## src/rtl/sem_pkg.sv

```systemverilog
package sem_pkg;
   localparam int unsigned MIN_SYNC_STAGES = 2;

   function automatic bit period_fits(int unsigned period, int unsigned width);
      return (width < 31) && (period <= (32'd1 << width));
   endfunction
endpackage

```

## src/rtl/sem_sync_rise.sv

```systemverilog
module sem_sync_rise #(
   parameter int unsigned STAGES = 2
) (
   input  logic clk,
   input  logic rst_n,
   input  logic din,
   output logic rise
);
   logic [STAGES-1:0] chain;
   logic              last;

   always_ff @(posedge clk or negedge rst_n) begin
      if (!rst_n) begin
         chain <= '0;
         last  <= 1'b0;
      end else begin
         chain <= {chain[STAGES-2:0], din};
         last  <= chain[STAGES-1];
      end
   end

   assign rise = chain[STAGES-1] & ~last;
endmodule

```

## src/rtl/sem_stamp.sv

```systemverilog
module sem_stamp #(
   parameter int unsigned TS_W = 10
) (
   input  logic            clk,
   input  logic            rst_n,
   input  logic            restart,
   output logic [TS_W-1:0] stamp
);
   localparam logic [TS_W-1:0] TS_MAX = {TS_W{1'b1}};

   always_ff @(posedge clk or negedge rst_n) begin
      if (!rst_n)               stamp <= '0;
      else if (restart)         stamp <= '0;
      else if (stamp != TS_MAX) stamp <= stamp + 1'b1;
   end
endmodule

```

## src/rtl/sem_recorder.sv

```systemverilog
module sem_recorder #(
   parameter int unsigned TS_W  = 10,
   parameter int unsigned CNT_W = 8
) (
   input  logic             clk,
   input  logic             rst_n,
   input  logic [TS_W-1:0]  stamp,
   input  logic             hit,
   input  logic             close,
   output logic [TS_W-1:0]  cap,
   output logic [CNT_W-1:0] cnt
);
   localparam logic [CNT_W-1:0] CNT_MAX = {CNT_W{1'b1}};
   localparam logic [CNT_W-1:0] CNT_ONE = CNT_W'(1);

   always_ff @(posedge clk or negedge rst_n) begin
      if (!rst_n) begin
         cap <= '0;
         cnt <= '0;
      end else if (close) begin
         cap <= '0;
         cnt <= hit ? CNT_ONE : '0;
      end else if (hit) begin
         cap <= stamp;
         if (cnt != CNT_MAX) cnt <= cnt + 1'b1;
      end
   end
endmodule

```

## src/rtl/sem_snapshot.sv

```systemverilog
module sem_snapshot #(
   parameter int unsigned TS_W  = 10,
   parameter int unsigned CNT_W = 8
) (
   input  logic             clk,
   input  logic             rst_n,
   input  logic             take,
   input  logic [TS_W-1:0]  cap,
   input  logic [CNT_W-1:0] cnt,
   output logic             valid,
   output logic [TS_W-1:0]  o_stamp,
   output logic [CNT_W-1:0] o_count,
   output logic             o_none
);
   always_ff @(posedge clk or negedge rst_n) begin
      if (!rst_n) begin
         valid   <= 1'b0;
         o_stamp <= '0;
         o_count <= '0;
         o_none  <= 1'b0;
      end else begin
         valid <= take;
         if (take) begin
            o_stamp <= cap;
            o_count <= cnt;
            o_none  <= (cnt == '0);
         end
      end
   end
endmodule

```

## src/rtl/sample_edge_meter.sv

```systemverilog
module sample_edge_meter #(
   parameter int unsigned TS_W           = 10,
   parameter int unsigned CNT_W          = 8,
   parameter int unsigned NOMINAL_PERIOD = 480,
   parameter int unsigned SYNC_STAGES    = 2
) (
   input  logic             clk,
   input  logic             rst_n,
   input  logic             meas_in,
   input  logic             strobe_in,
   output logic             res_valid,
   output logic [TS_W-1:0]  res_stamp,
   output logic [CNT_W-1:0] res_count,
   output logic             res_none
);
   if (SYNC_STAGES < sem_pkg::MIN_SYNC_STAGES) begin : g_bad_sync
      $error("sample_edge_meter: SYNC_STAGES below minimum");
   end
   if (!sem_pkg::period_fits(NOMINAL_PERIOD, TS_W)) begin : g_bad_period
      $error("sample_edge_meter: NOMINAL_PERIOD does not fit TS_W");
   end
   if (CNT_W < 1) begin : g_bad_cnt
      $error("sample_edge_meter: CNT_W must be at least 1");
   end

   logic             meas_rise;
   logic             stb_rise;
   logic [TS_W-1:0]  stamp;
   logic [TS_W-1:0]  cap;
   logic [CNT_W-1:0] cnt;

   sem_sync_rise #(.STAGES(SYNC_STAGES)) u_meas_sync (
      .clk(clk), .rst_n(rst_n), .din(meas_in), .rise(meas_rise)
   );

   sem_sync_rise #(.STAGES(SYNC_STAGES)) u_stb_sync (
      .clk(clk), .rst_n(rst_n), .din(strobe_in), .rise(stb_rise)
   );

   sem_stamp #(.TS_W(TS_W)) u_stamp (
      .clk(clk), .rst_n(rst_n), .restart(stb_rise), .stamp(stamp)
   );

   sem_recorder #(.TS_W(TS_W), .CNT_W(CNT_W)) u_rec (
      .clk(clk), .rst_n(rst_n), .stamp(stamp), .hit(meas_rise),
      .close(stb_rise), .cap(cap), .cnt(cnt)
   );

   sem_snapshot #(.TS_W(TS_W), .CNT_W(CNT_W)) u_snap (
      .clk(clk), .rst_n(rst_n), .take(stb_rise), .cap(cap), .cnt(cnt),
      .valid(res_valid), .o_stamp(res_stamp), .o_count(res_count),
      .o_none(res_none)
   );
endmodule

```

## config.mk

```make
export PLATFORM = sky130hd
export DESIGN_NAME = sample_edge_meter
export DESIGN_NICKNAME = d
export VERILOG_FILES = /design/src/rtl/sem_pkg.sv /design/src/rtl/sem_sync_rise.sv /design/src/rtl/sem_stamp.sv /design/src/rtl/sem_recorder.sv /design/src/rtl/sem_snapshot.sv /design/src/rtl/sample_edge_meter.sv
export SDC_FILE = /design/constraint.sdc
export NUM_CORES = 1
export LEC_CHECK = 0
export BUFFER_PORTS_ARGS = -buffer_cell sky130_fd_sc_hd__buf_4
export CAP_MARGIN = 20
export CORE_MARGIN = 5
export CORE_UTILIZATION = 50
export DETAILED_ROUTE_END_ITERATION = 6
export PLACE_DENSITY_LB_ADDON = 0.05
export SLEW_MARGIN = 20
export SYNTH_ARGS = -nofsm -noshare
export SYNTH_HDL_FRONTEND = slang
export SYNTH_SLANG_ARGS = --single-unit
```

## constraint.sdc

```tcl
create_clock -name clk -period 3.5 [get_ports clk]
set_input_delay 0.175 -clock clk [delete_from_list [all_inputs] [get_ports clk]]
set_output_delay 0.175 -clock clk [all_outputs]
set_load 0.05 [all_outputs]
```

==> qor_table.md, run 1 <==
| Item | Value |
|:---|:---|
| Status | finished clean |
| Cells resized by post-CTS repair | 0 |
| Peak supply drop | 0.248 mV |
| Count of unique library cells instantiated by Yosys | 41 |
| Minimum period implied by the final worst setup slack | 2120 ps |
| Antenna Diode Count | 0 |
| Number of global-route vias before repair | 1518 |
| Largest family of logic cells by synthesized area | simple AND/OR/NAND/NOR gates |
| IO Pins | 24 |
| Count of endpoints failing hold in the final timing report | 0 |
| Startpoint types | flop |
| Type of the worst setup path | flop to flop |
| Post-synthesis net count | 243 |
| Worst R2R Setup Slack | 1380 ps |
| Flip-flop and latch count after synthesis | 54 |
| DPL Wire Length | 2670 um |
| Horizontal die dimension | 77.8 um |
| Final-stage net count | 266 |
| Post-route fraction of the period consumed by the critical path | 60.5% |
| CTS tree | done |
| Worst r2r path cells | 5 |
| EDFF count, synth | 0 |
| CP Data Required Time | 3730 ps |
| Cell at the root of the clock tree | clkbuf_8 |
| Achievable frequency | 0.472 GHz |
| Synthesis-to-layout area growth | 15.3% |
| Worst setup skew after layout | 7.53 ps |
| Pre-antenna DRT Iters | 5 |
| Slew of the pin with the lowest slew margin | 779 ps |
| Sequential element share of the synthesized area | 58.8% |
| Starting Density | 52.1% |
| Clock transition at the registers of the reported paths | 90 ps |
| Number of vias in the routed layout | 1624 |
| Maximum clock insertion buffer count | 2 |
| Adder-cell area share of the yosys netlist | 1.63% |
| Launch point of the worst hold path | u_stb_sync.chain[0] |
| Count of pins over their slew limit | 0 |
| CTS H-Tree Depth | 2 |
| Placed Cells incl. Taps | 301 |
| Worst slew margin relative to its limit | 48.0% |
| Maximum number of pins on one net before global-route repair | 55 |
| Reg-to-Reg End | u_stamp.stamp[5] |
| Global route total overflow | 0 |
| Number of post-CTS setup repair buffers | 0 |
| Share of synthesized flip-flops with an asynchronous set or reset | 100% |
| Vert. Die Dim | 77.8 um |
| Number of standard cells after synthesis | 236 |
| Critical path endpoint category | flop |
| Total die area | 6060 um2 |
| Number of antenna violations at the first check in global routing | 0 |
| Primary FF master, synth | dfrtp_1 |
| CTS Buf Count | 5 |
| Area of the placeable core | 4410 um2 |
| Clock sink total | 54 |
| Worst skew pair latency | 310 ps |
| Maximum fanout along the worst path | 45 |
| Data arrival time at the worst-slack endpoint | 2350 ps |
| Via density | 5.21 |
| Total of fill cells in the finished design | 377 |
| Warnings, synthesis | 0 |
| Final setup violating endpoints | 0 |
| Total power | 1.41 mW |
| First-pass GRT wire length | 7360 um |
| Capture endpoint of the worst hold path | u_stb_sync.chain[1] |
| Synth Area per Inst | 9.74 um2 |
| Max-cap check violation count | 0 |
| RSZ-0062 raised after global routing | false |
| Post-synthesis share of cell area spent on xor and xnor gates | 1.52% |
| Total routing resource utilization after global routing | 14.8% |
| Leakage Power | 1.28 nW |
| FF-to-FF Start | u_stb_sync.last |
| Compound-gate portion of the synthesized area | 9.52% |
| DR WL/cell | 13.2 um |
| Total negative setup slack | 0 ps |
| DRC errors left | 0 |
| Power density over the cells | 530 nW/um2 |
| Antenna-violating nets left | 0 |
| Fraction of final layout cells with drive strength greater than 1 | 14.6% |
| Final cell count without fillers | 312 |
| Number of port buffers | 23 |
| Combined area of all synthesized cells | 2300 um2 |
| Post-Synth Simple-Gate Area | 25.6% |
| Total Routed Length | 4110 um |
| Mux contribution to synthesized area | 0% |
| Iteration-0 DRC Markers | 92 |
| Instance count along the most critical hold path | 0 |
| Routability congestion estimate from global placement | 0.731 |
| Tightest Hold Check Type | flop to flop |
| Number of placement rows | 24 |
## report_power, final
group | internal (mW) | switching (mW)
clock | 0.286 | 0.198
sequential | 0.674 | 0.0500
combinational | 0.0615 | 0.136
## cells by family after synthesis
logic type,count (synthesis)
xor gates and xnor gates,4
adders and majority gates,3
AOI/OAI and AO/OA,39
buffers and inverters,14
DFF,54
and+or+nand+nor,122
## through the flow
step / util, % / setup WS [ps] / hold slack (ps) / area, um2
final: 60.1 / 1380 / 356 / 2650
after floorplan: - / 1930 / -121 / 2300
after detailed placement: 56.3 / 1370 / 256 / 2480
after global routing: 60.1 / 1220 / 374 / 2650
after CTS: 60.1 / 1360 / 362 / 2650
after global placement: 56.3 / 1440 / 256 / 2480
## cells in the final DEF (no fill, tap or decap), drive strengths merged
cell         synthesis  final
o31ai                1      1
o21ai               13     13
o21a                 1      1
and3                 3      3
or3                  2      2
inv                  4      4
nand2b               2      2
ha                   3      3
bufinv               0      2
a31oi                3      3
dfrtp               54     54
or4                  1      1
o211ai               1      1
nor3                 8      8
nor2                 6      6
a21oi               16     16
xnor2                1      1
clkinv               0      1
nand2               80     80
nand3b               1      1
nand4                5      5
nor3b                1      1
nor2b                2      2
clkbuf               3      5
a211oi               1      1
or4b                 1      1
xor2                 3      3
buf                  7     23
nor4b                2      2
a21o                 1      1
nand3                4      4
dlygate4sd3          0      3
and4                 2      2
and4b                1      1
a211o                1      1
a311oi               1      1
and2                 1      1
## area by class of cell
cell class / instances / area, um2 / share of cell area, %
Inverter: 4 / 15.0 / 0.566
Multi-Input combinational cell: 168 / 881 / 33.2
Timing Repair Buffer: 26 / 203 / 7.64
Sequential cell: 54 / 1350 / 50.9
Clock inverter: 3 / 68.8 / 2.59
Tap cell: 52 / 65.1 / 2.45
Clock buffer: 5 / 68.8 / 2.59
## Yosys cell counts, types with 4 or more instances
master	number	area, um2
buf_1	5	18.8
nand4_1	4	25.0
a21oi_1	16	80.1
nor3_1	8	40.0
dfrtp_1	54	1350
nor2_1	6	22.5
nand2_1	80	300
o21ai_0	13	65.1
nand3_1	4	20.0
## registers in the layout, indices dropped and copies added (netlist names)
| name | flops |
|---|---|
| u_meas_sync.chain | 2 |
| u_meas_sync.last | 1 |
| u_rec.cap | 10 |
| u_rec.cnt | 8 |
| u_snap.o_count | 8 |
| u_snap.o_none | 1 |
| u_snap.o_stamp | 10 |
| u_snap.valid | 1 |
| u_stamp.stamp | 10 |
| u_stb_sync.chain | 2 |
| u_stb_sync.last | 1 |
## per-layer routing
metal  vias to the layer above  global-route usage, %  share of wire [%]
met3                         7                   4.17                6.2
met1                       731                   23.1                 52
met2                        36                   19.7                 40
met4                         0                   4.64                1.4
li1                        850                      -                  -
met5                         -                      0                  0
## how the worst max path moves through the flow
stage / start / end / slack, ps
finish: u_stb_sync.last / u_stamp.stamp[5] / 1380
global route: u_stb_sync.last / u_stamp.stamp[5] / 1220
CTS: u_stb_sync.last / u_stamp.stamp[5] / 1360
detailed placement: u_stb_sync.last / u_stamp.stamp[5] / 1370
global placement: u_stb_sync.last / u_stamp.stamp[5] / 1440
floorplan: u_rec.cnt[0] / u_rec.cnt[5] / 1930
## timing repair
item | CTS | global route
hold buffers | 3 | 0
endpoints found under the hold margin | 56 | 0
setup endpoints to repair | 0 | 0
## critical path, cell delays in order (launching register included)
cell	delay, ps
dfrtp_1	360
nand2b_4	270
inv_2	630
nor4b_4	160
or4_1	440
a21oi_1	160
(Power assumes the default switching activity.)
==> run 2: changes to the inputs <==
ABC_AREA = 1   (was not set)
clock period = 1.89 ns   (was 3.5 ns; I/O delays follow)
==> run 2 against run 1 <==
Compared with the run above: total power increased by 93%; final area increased by 2.9%; non-clock buffer count increased by 2; clock power increased by 93%; clock-buffer cell count increased by 1; worst hold slack got worse by 5.5 ps; utilization decreased by 1.1 points; via count increased by 6.5%; cell count increased by 8.3%; largest cell class unchanged; largest power group unchanged.
==> qor_table.md, run 2 <==
| Item | Value |
|:---|:---|
| Status | finished clean |
| Data arrival time at the worst-slack endpoint | 1690 ps |
| Starting Density | 50.8% |
| Total die area | 6180 um2 |
| Pre-antenna DRT Iters | 4 |
| Top library cells by usage in the layout, fill and taps aside | 62 x nand2_1, 54 x dfrtp_1, 27 x inv_1, 25 x buf_4, 22 x o21ai_0 |
| Antenna-violating nets left | 0 |
| Family of cells with the greatest summed delay on the critical path | simple AND/OR/NAND/NOR gates |
| FF-to-FF Start | u_stb_sync.last |
| IO Pins | 24 |
| CTS H-Tree Depth | 2 |
| Horizontal die dimension | 78.6 um |
| Combined area of all synthesized cells | 2350 um2 |
| Worst r2r path cells | 6 |
| Routability congestion estimate from global placement | 0.827 |
| Number of global-route vias before repair | 1703 |
| Clock sink total | 54 |
| Synthesis-to-layout area growth | 16.0% |
| CP Data Required Time | 2090 ps |
| Final-stage net count | 290 |
| Total Routed Length | 4460 um |
| Total routing resource utilization after global routing | 16.5% |
| Maximum clock insertion buffer count | 2 |
| Global route total overflow | 0 |
| Primary FF master, synth | dfrtp_1 |
| Iteration-0 DRC Markers | 105 |
| Final setup violating endpoints | 0 |
| CP endpoint | u_rec.cnt[5] |
| Cell-by-cell trace of the critical path | inv_1, nand2_2, o21ai_2, nand2_4, nand2_1, o21ai_2 |
| Worst R2R Setup Slack | 410 ps |
| Sequential element share of the synthesized area | 57.4% |
| Area of the placeable core | 4630 um2 |
| Clock Power Share | 34.5% |
| Max-cap check violation count | 0 |
| Critical path endpoint category | flop |
| DR WL/cell | 13.2 um |
| Buf+Inv Stages, Crit Path | 1 |
| Power density over the cells | 993 nW/um2 |
| Type of the worst setup path | flop to flop |
| Number of vias in the routed layout | 1729 |
| Cell accounting for the most synthesized area | dfrtp_1 |
| Number of post-CTS setup repair buffers | 0 |
| Top post-synthesis cells by count | 62 x nand2_1, 54 x dfrtp_1, 27 x inv_1, 22 x o21ai_0, 20 x nand3_1 |
| Worst skew pair latency | 310 ps |
| Cell type of the slowest stage on the worst timing path | dfrtp_1 |
| CTS tree | done |
| Number of port buffers | 23 |
| DPL Wire Length | 3150 um |
| Share of synthesized flip-flops with an asynchronous set or reset | 100% |
| Commonest non-fill, non-tap cell in the layout | nand2_1 |
| Int Power | 1.96 mW |
| Most frequent cell on the critical path | o21ai_2 |
| RSZ-0062 raised after global routing | false |
| Warnings, synthesis | 0 |
| Clock transition at the registers of the reported paths | 100 ps |
| CTS Buf Count | 5 |
| Leakage Power | 1.32 nW |
| Post-route fraction of the period consumed by the critical path | 78.4% |
| Slew of the pin with the lowest slew margin | 665 ps |
| Crit path launch | u_stb_sync.last |
| Logic depth of the worst path, buffers included | 6 |
| DRC errors left | 0 |
| Cell types with the largest area share after synthesis | dfrtp_1 57%, nand2_1 9.9%, o21ai_0 4.7%, inv_1 4.3%, nand3_1 4.3% |
| Number of standard cells after synthesis | 256 |
| Maximum number of pins on one net before global-route repair | 55 |
| Achievable frequency | 0.675 GHz |
| Placed inst area | 2560 um2 |
| Worst slew margin relative to its limit | 55.7% |
| Minimum period implied by the final worst setup slack | 1480 ps |
| Reg-to-Reg End | u_rec.cnt[5] |
| Via density | 5.12 |
| Cell at the root of the clock tree | clkbuf_8 |
| Post-synthesis net count | 263 |
| Fraction of final layout cells with drive strength greater than 1 | 19.0% |
| Synth Area per Inst | 9.19 um2 |
| Footprint of the multi-input gates | 833 um2 |
| Count of unique library cells instantiated by Yosys | 29 |
| Sequential group share of total power | 49.3% |
| Flip-flop and latch area | 1350 um2 |
| Flip-flop and latch count after synthesis | 54 |
| First-pass GRT wire length | 7960 um |
| Relative contribution of combinational cells to total power | 16.2% |
| Number of placement rows | 25 |
| Vert. Die Dim | 78.6 um |
| Delay contributed by the slowest stage of the critical path | 370 ps |
| Number of antenna violations at the first check in global routing | 0 |
| Share of Yosys cell area claimed by the top area cell type | 57.4% |
| Maximum fanout along the worst path | 21 |
| Switching Power | 0.752 mW |
| Total of fill cells in the finished design | 422 |
| Tightest Hold Check Type | input pin to asynchronous set/reset pin |
| Final standard cell area without fillers | 2730 um2 |
| Worst setup skew after layout | 5.81 ps |
| Count of pins over their slew limit | 0 |
| Startpoint types | flop |
| Library cell with the highest instance count after synthesis | nand2_1 |
| Total negative setup slack | 0 ps |
| Largest regs | u_rec.cap (10), u_snap.o_stamp (10), u_stamp.stamp (10) |
| EDFF count, synth | 0 |
| Antenna Diode Count | 0 |
| Count of endpoints failing hold in the final timing report | 0 |
| Switching share of power | 27.8% |
| Peak supply drop | 0.598 mV |
-- run 2: cell types whose count changed after synthesis, moves of 7 or more --
cell	before	now
a21oi_1	16	2
nand2_1	80	62
o21ai_1	0	11
nand3_1	4	20
o21ai_0	13	22
inv_1	3	27
nor3_1	8	1
-- run 2: cell families after synthesis --
group	Yosys count	synth area share, %
buffers and inverters	39	7.13
adder cells (fa/ha/maj)	3	1.60
AO/OA/AOI/OAI	48	11.6
flip-flops	54	57.4
AND/OR/NAND/NOR	112	22.2
-- run 2: timing repair --
item | 4_1_cts | 5_1_grt
endpoints found under the hold margin | 56 | 0
gates resized for setup | 0 | 0
hold buffers | 3 | 0
-- run 2: power groups by stage --
| stage | combinational, mW | sequential [mW] | clock (mW) |
|---|---|---|---|
| after floorplan | 0.192 | 1.47 | 0 |
| after global placement | 0.440 | 1.36 | 0 |
| after detailed placement | 0.443 | 1.36 | 0 |
| after CTS | 0.449 | 1.33 | 0.959 |
| after global routing | 0.492 | 1.35 | 1.02 |
| final | 0.440 | 1.34 | 0.935 |
-- run 2: worst reg2reg max path, stage by stage, from the launching register on --
cell	delay, ps
dfrtp_1	370
inv_1	60
nand2_2	240
o21ai_2	350
nand2_4	200
nand2_1	120
o21ai_2	50
-- run 2: worst min path at each step --
stage | from | end | slack [ps]
finish | rst_n | u_snap.o_stamp[2] | 350
global placement | rst_n | u_snap.o_stamp[3] | 180
CTS | u_meas_sync.chain[0] | u_meas_sync.chain[1] | 360
global route | u_meas_sync.chain[0] | u_meas_sync.chain[1] | 360
detailed placement | rst_n | u_snap.o_stamp[2] | 180
floorplan | rst_n | u_meas_sync.chain[0] | -200
-- run 2: layer usage --
metal	GRT usage, %	vias up	part of all wire, %	routed length (um)
met2	24.8	47	44	1940
met4	8.22	0	1.8	79
met5	0	-	0	0
li1	-	885	-	-
met3	3.90	9	4.8	212
met1	22.5	788	50	2230
-- run 2: final cells by class --
cell class	count	area share, %
Sequential cell	54	49.5
Multi-Input combinational cell	163	30.5
Timing Repair Buffer	28	7.98
Inverter	31	4.26
Clock buffer	6	3.03
Tap cell	54	2.48
Clock inverter	2	2.20
-- run 2: per-stage QoR --
| step | util, % | hold WS (ps) | total power, mW | worst slack (ps) | cells |
|---|---|---|---|---|---|
| 5_1_grt | 58.9 | 364 | 2.86 | 262 | 338 |
| 2_1_floorplan | - | -201 | 1.66 | 631 | 256 |
| 6_report | 58.9 | 350 | 2.71 | 407 | 338 |
| 4_1_cts | 58.9 | 357 | 2.74 | 364 | 338 |
| 3_3_place_gp | 55.2 | 179 | 1.80 | 426 | 327 |
| 3_5_place_dp | 55.2 | 176 | 1.80 | 379 | 327 |
